File: src/rtl/ocu_pkg.sv
package ocu_pkg;
  localparam int MODE_W = 2;

  typedef enum logic [MODE_W-1:0] {
    OCM_OFF  = 2'b00,
    OCM_ALT  = 2'b01,
    OCM_LOW  = 2'b10,
    OCM_HIGH = 2'b11
  } ocm_e;

  typedef enum logic [1:0] {
    ACT_NONE = 2'd0,
    ACT_TOG  = 2'd1,
    ACT_CLR  = 2'd2,
    ACT_SET  = 2'd3
  } act_e;
endpackage

File: src/rtl/ocu_action_decode.sv
module ocu_action_decode
  import ocu_pkg::*;
(
  input  logic              pwm_mode,
  input  logic              cmp_hit,
  input  logic              pwm_bottom,
  input  logic              force_cmp,
  input  logic [MODE_W-1:0] oc_mode,
  output act_e              act
);
  always_comb begin
    act = ACT_NONE;
    if (!pwm_mode) begin
      // Non-PWM class: a hit and the force strobe share one action path.
      if (cmp_hit || force_cmp) begin
        case (ocm_e'(oc_mode))
          OCM_ALT:  act = ACT_TOG;
          OCM_LOW:  act = ACT_CLR;
          OCM_HIGH: act = ACT_SET;
          default:  act = ACT_NONE;
        endcase
      end
    end else begin
      // PWM class: a hit has priority over bottom; force is not used here.
      if (cmp_hit) begin
        case (ocm_e'(oc_mode))
          OCM_LOW:  act = ACT_CLR;
          OCM_HIGH: act = ACT_SET;
          default:  act = ACT_NONE;
        endcase
      end else if (pwm_bottom) begin
        case (ocm_e'(oc_mode))
          OCM_LOW:  act = ACT_SET;
          OCM_HIGH: act = ACT_CLR;
          default:  act = ACT_NONE;
        endcase
      end
    end
  end
endmodule

File: src/rtl/ocu_state_reg.sv
module ocu_state_reg
  import ocu_pkg::*;
(
  input  logic clk,
  input  logic rst_n,
  input  act_e act,
  input  logic ld,
  input  logic ld_val,
  output logic q
);
  always_ff @(posedge clk) begin
    if (!rst_n)  q <= 1'b0;
    else if (ld) q <= ld_val;
    else begin
      case (act)
        ACT_TOG: q <= ~q;
        ACT_CLR: q <= 1'b0;
        ACT_SET: q <= 1'b1;
        default: q <= q;
      endcase
    end
  end

  p_load_wins_r10: assert property (@(posedge clk) disable iff (!rst_n)
    ld |=> (q == $past(ld_val)));
endmodule

File: src/rtl/ocu_pin_mux.sv
module ocu_pin_mux
  import ocu_pkg::*;
(
  input  logic [MODE_W-1:0] oc_mode,
  input  logic              oc_q,
  input  logic              port_dout,
  input  logic              port_dir,
  output logic              pin_out,
  output logic              pin_oe
);
  logic take_over;
  assign take_over = |oc_mode;
  assign pin_out   = take_over ? oc_q : port_dout;
  assign pin_oe    = port_dir;
endmodule

File: src/rtl/ocu_pin_drive.sv
module ocu_pin_drive
  import ocu_pkg::*;
(
  input  logic              clk,
  input  logic              rst_n,
  input  logic              cmp_hit,
  input  logic              pwm_mode,
  input  logic              pwm_bottom,
  input  logic [MODE_W-1:0] oc_mode,
  input  logic              force_cmp,
  input  logic              oc_load,
  input  logic              oc_load_val,
  input  logic              port_dout,
  input  logic              port_dir,
  output logic              pin_out,
  output logic              pin_oe
);
  act_e act;
  logic oc_q;

  ocu_action_decode u_dec (
    .pwm_mode  (pwm_mode),
    .cmp_hit   (cmp_hit),
    .pwm_bottom(pwm_bottom),
    .force_cmp (force_cmp),
    .oc_mode   (oc_mode),
    .act       (act)
  );

  ocu_state_reg u_st (
    .clk   (clk),
    .rst_n (rst_n),
    .act   (act),
    .ld    (oc_load),
    .ld_val(oc_load_val),
    .q     (oc_q)
  );

  ocu_pin_mux u_mux (
    .oc_mode  (oc_mode),
    .oc_q     (oc_q),
    .port_dout(port_dout),
    .port_dir (port_dir),
    .pin_out  (pin_out),
    .pin_oe   (pin_oe)
  );

  p_off_holds_r4: assert property (@(posedge clk) disable iff (!rst_n)
    (!oc_load && oc_mode == 2'b00) |=> $stable(oc_q));
  p_toggle_r5: assert property (@(posedge clk) disable iff (!rst_n)
    (!oc_load && !pwm_mode && oc_mode == 2'b01 && (cmp_hit || force_cmp))
      |=> (oc_q != $past(oc_q)));
  p_clear_r5: assert property (@(posedge clk) disable iff (!rst_n)
    (!oc_load && !pwm_mode && oc_mode == 2'b10 && (cmp_hit || force_cmp)) |=> !oc_q);
  p_set_r5: assert property (@(posedge clk) disable iff (!rst_n)
    (!oc_load && !pwm_mode && oc_mode == 2'b11 && (cmp_hit || force_cmp)) |=> oc_q);
  p_pwm_hit_r6: assert property (@(posedge clk) disable iff (!rst_n)
    (!oc_load && pwm_mode && cmp_hit && oc_mode[1]) |=> (oc_q == $past(oc_mode[0])));
  p_pwm_force_ignored_r9: assert property (@(posedge clk) disable iff (!rst_n)
    (!oc_load && pwm_mode && force_cmp && !cmp_hit && !pwm_bottom) |=> $stable(oc_q));
endmodule

File: config.mk
export PLATFORM = sky130hd
export DESIGN_NAME = ocu_pin_drive
export DESIGN_NICKNAME = d
export VERILOG_FILES = /design/src/rtl/ocu_pkg.sv /design/src/rtl/ocu_action_decode.sv /design/src/rtl/ocu_state_reg.sv /design/src/rtl/ocu_pin_mux.sv /design/src/rtl/ocu_pin_drive.sv
export SDC_FILE = /design/constraint.sdc
export NUM_CORES = 1
export LEC_CHECK = 0
export ABC_AREA = 1
export BUFFER_PORTS_ARGS = -buffer_cell sky130_fd_sc_hd__buf_2
export CAP_MARGIN = 20
export CORE_AREA = 2 2 39 41
export CTS_CLUSTER_DIAMETER = 50
export CTS_CLUSTER_SIZE = 40
export DETAILED_ROUTE_END_ITERATION = 8
export DIE_AREA = 0 0 41 43
export SYNTH_ARGS = -nofsm -noshare
export SYNTH_HDL_FRONTEND = slang
export SYNTH_SLANG_ARGS = --single-unit
File: constraint.sdc
create_clock -name clk -period 2.6 [get_ports clk]
set_clock_uncertainty 0.1 [all_clocks]
set_input_delay 0.52 -clock clk [delete_from_list [all_inputs] [get_ports clk]]
set_output_delay 0.52 -clock clk [all_outputs]
set_load 0.005 [all_outputs]
==> reports/metrics.yaml <==
timing:
  max-slew-margin-rel_pct: 86.1
  finalHoldViolations: 0
  fmax_ghz: 0.625
  period_minus_slack_ns: 1.60
  final.setup.tns_ns: 0
  maxSlewViolCount: 0
  worst_pin_slew_ns: 0.206
  setup_ws_ns: 1.00
  fin_crit_sh_pct: 61.5
  setup_violations: 0
  rsz0062_at_grt: "false"
synth:
  syn_inst: 36
  ys_types: 10
  syn_nets: 48
  ys_top_cells_by_area: "nand2_1, inv_1, dfxtp_1"
  yosysTopAreaCellShare_pct: 23.6
  postSynthAreaPerCell_um2: 4.87
  ys_seq_elements: 1
  ys_warn_count: 0
  ys_seq_area_share_pct: 11.4
  yosys.area.top_type: "nand2_1"
  synth.cell_area_um2: 175
critical_path:
  crit_chain: "buf_2, o21ai_0, nand2_1, buf_2"
  path_common_cell: "buf_2"
  start_kind: "primary input"
  worstPathArrival_ns: 0.98
  crit_type: "primary input to output pin"
  crit_family: "buffers and inverters"
  worst-path-buf-inv: 2
  cpPeakStageDelay_ns: 0.15
  end_kind: "output pin"
  required_ns: 1.98
  rrSetupSlack_ns: 1.71
  timing.rr.start: "u_st.q"
  slowest_stage: "o21ai_0"
  rr_endpoint: "u_st.q"
  crit_fanout: 4
  worstRegToRegCells: 5
run_status:
  outcome: "completed"
floorplan:
  die-area_um2: 1760
  initial_utilization_pct: 12.7
  die_w_um: 41
  core_um2: 1380
  placementRows: 14
  io_pins: 14
  die_h_um: 43
routing:
  first_iter_violations: 0
  via_per_inst: 3.60
  ant_nets: 0
  drtPass1Iterations: 1
  drc: 0
  wl_per_cell_um: 6.02
  totalWireLength_um: 373
  num_vias: 223
run:
  maxCapViolCount: 0
global_route:
  grt_use_total_pct: 4.80
  grt_pass1_wl_um: 634
  antenna_found_initial: 0
  grt_max_degree: 5
  gr-total-overflow: 0
  first_global_vias: 189
min_path:
  hold_path_class: "flip-flop to flip-flop"
  hold_end: "u_st.q"
  min_from: "u_st.q"
  hold_depth: 4
final_layout:
  synthToLayoutAreaGrowth_pct: 38.6
  largest_register_ffs: 1
  fin_util_pct: 17.5
  regMostFlops: "u_st.q"
  num_antenna_cells: 0
  drive_gt1_share_pct: 37.0
  fin_nets: 60
  layout_common_cells: "nand2_1, buf_2, inv_1"
  reg.largest.list: "u_st.q x1"
place:
  portBuffers: 11
  place_congestion: 0.453
  dp_slack_ns: 0.992
  dpl.hpwl_um: 366
pwr:
  power_leakage_uw: 0.000162
  total_power_uw: 47.9
  ir_drop_mv: 0.0327
  powerDensity_nw_per_um2: 197
clocking:
  insertion_delay_ns: 0
  cts_resized: 0
  post_cts_buffers: 0
  path_clk_slew_ns: 0
  cts_hold_buf: 0
[worst max-delay path by stage]
stage                    start      end  slack, ns  depth (start not counted)
detailed placement  oc_mode[0]  pin_out       0.99                          4
CTS                 oc_mode[0]  pin_out       0.99                          4
global placement    oc_mode[0]  pin_out       1.02                          4
floorplan           oc_mode[0]  pin_out       1.26                          2
finish              oc_mode[0]  pin_out       1.00                          4
global route        oc_mode[0]  pin_out       0.96                          4
[per-layer routing]
| layer | global-route usage, % | vias to the layer above | wire length [um] |
|---|---|---|---|
| li1 | - | 124 | - |
| met2 | 10.9 | 4 | 228 |
| met5 | 0 | - | 0 |
| met3 | 0 | 0 | 19 |
| met4 | 0 | 0 | 0 |
| met1 | 4.13 | 95 | 125 |
[cells in the mapped netlist]
cell type	instances
nand3_1	4
inv_2	2
buf_4	1
dfxtp_1	1
nand2_2	3
nor2_1	3
inv_1	8
a21oi_2	1
nand2_1	11
o21ai_0	2
[tightest hold or removal path, cell delays in order, from the launching register on]
cell and delay (ns):
dfxtp_1 0.31, nand3_1 0.10, nand2_2 0.06, nand2_2 0.05, a21oi_2 0.04
[power breakdown]
part	switching, uW	leakage [uW]	internal, uW
logic	15.9	0.000153	14.0
clock network	0	0	0
registers	1.06	0.00000834	17.0
[final cells by class]
cell class | count | area [um^2]
fill | 167 | 1140
inverter | 10 | 37.5
multi-input combinational | 24 | 110
sequential | 1 | 20.0
tap | 16 | 20.0
timing repair buffer | 11 | 55.1
[through the flow]
stage               area [um^2]  cells  hold WS, ns
global route                243     62        0.557
global placement            243     62        0.506
CTS                         243     62        0.529
finish                      243     62        0.514
detailed placement          243     62        0.525
floorplan                   175     36        0.467
[kinds of logic after synthesis]
| family | count (synthesis) | synth area share (%) |
|---|---|---|
| compound gates | 3 | 10.7 |
| flops | 1 | 11.4 |
| buf+inv | 11 | 25.7 |
| simple gates | 21 | 52.1 |
Note: power is estimated with default switching activity, not from simulation.
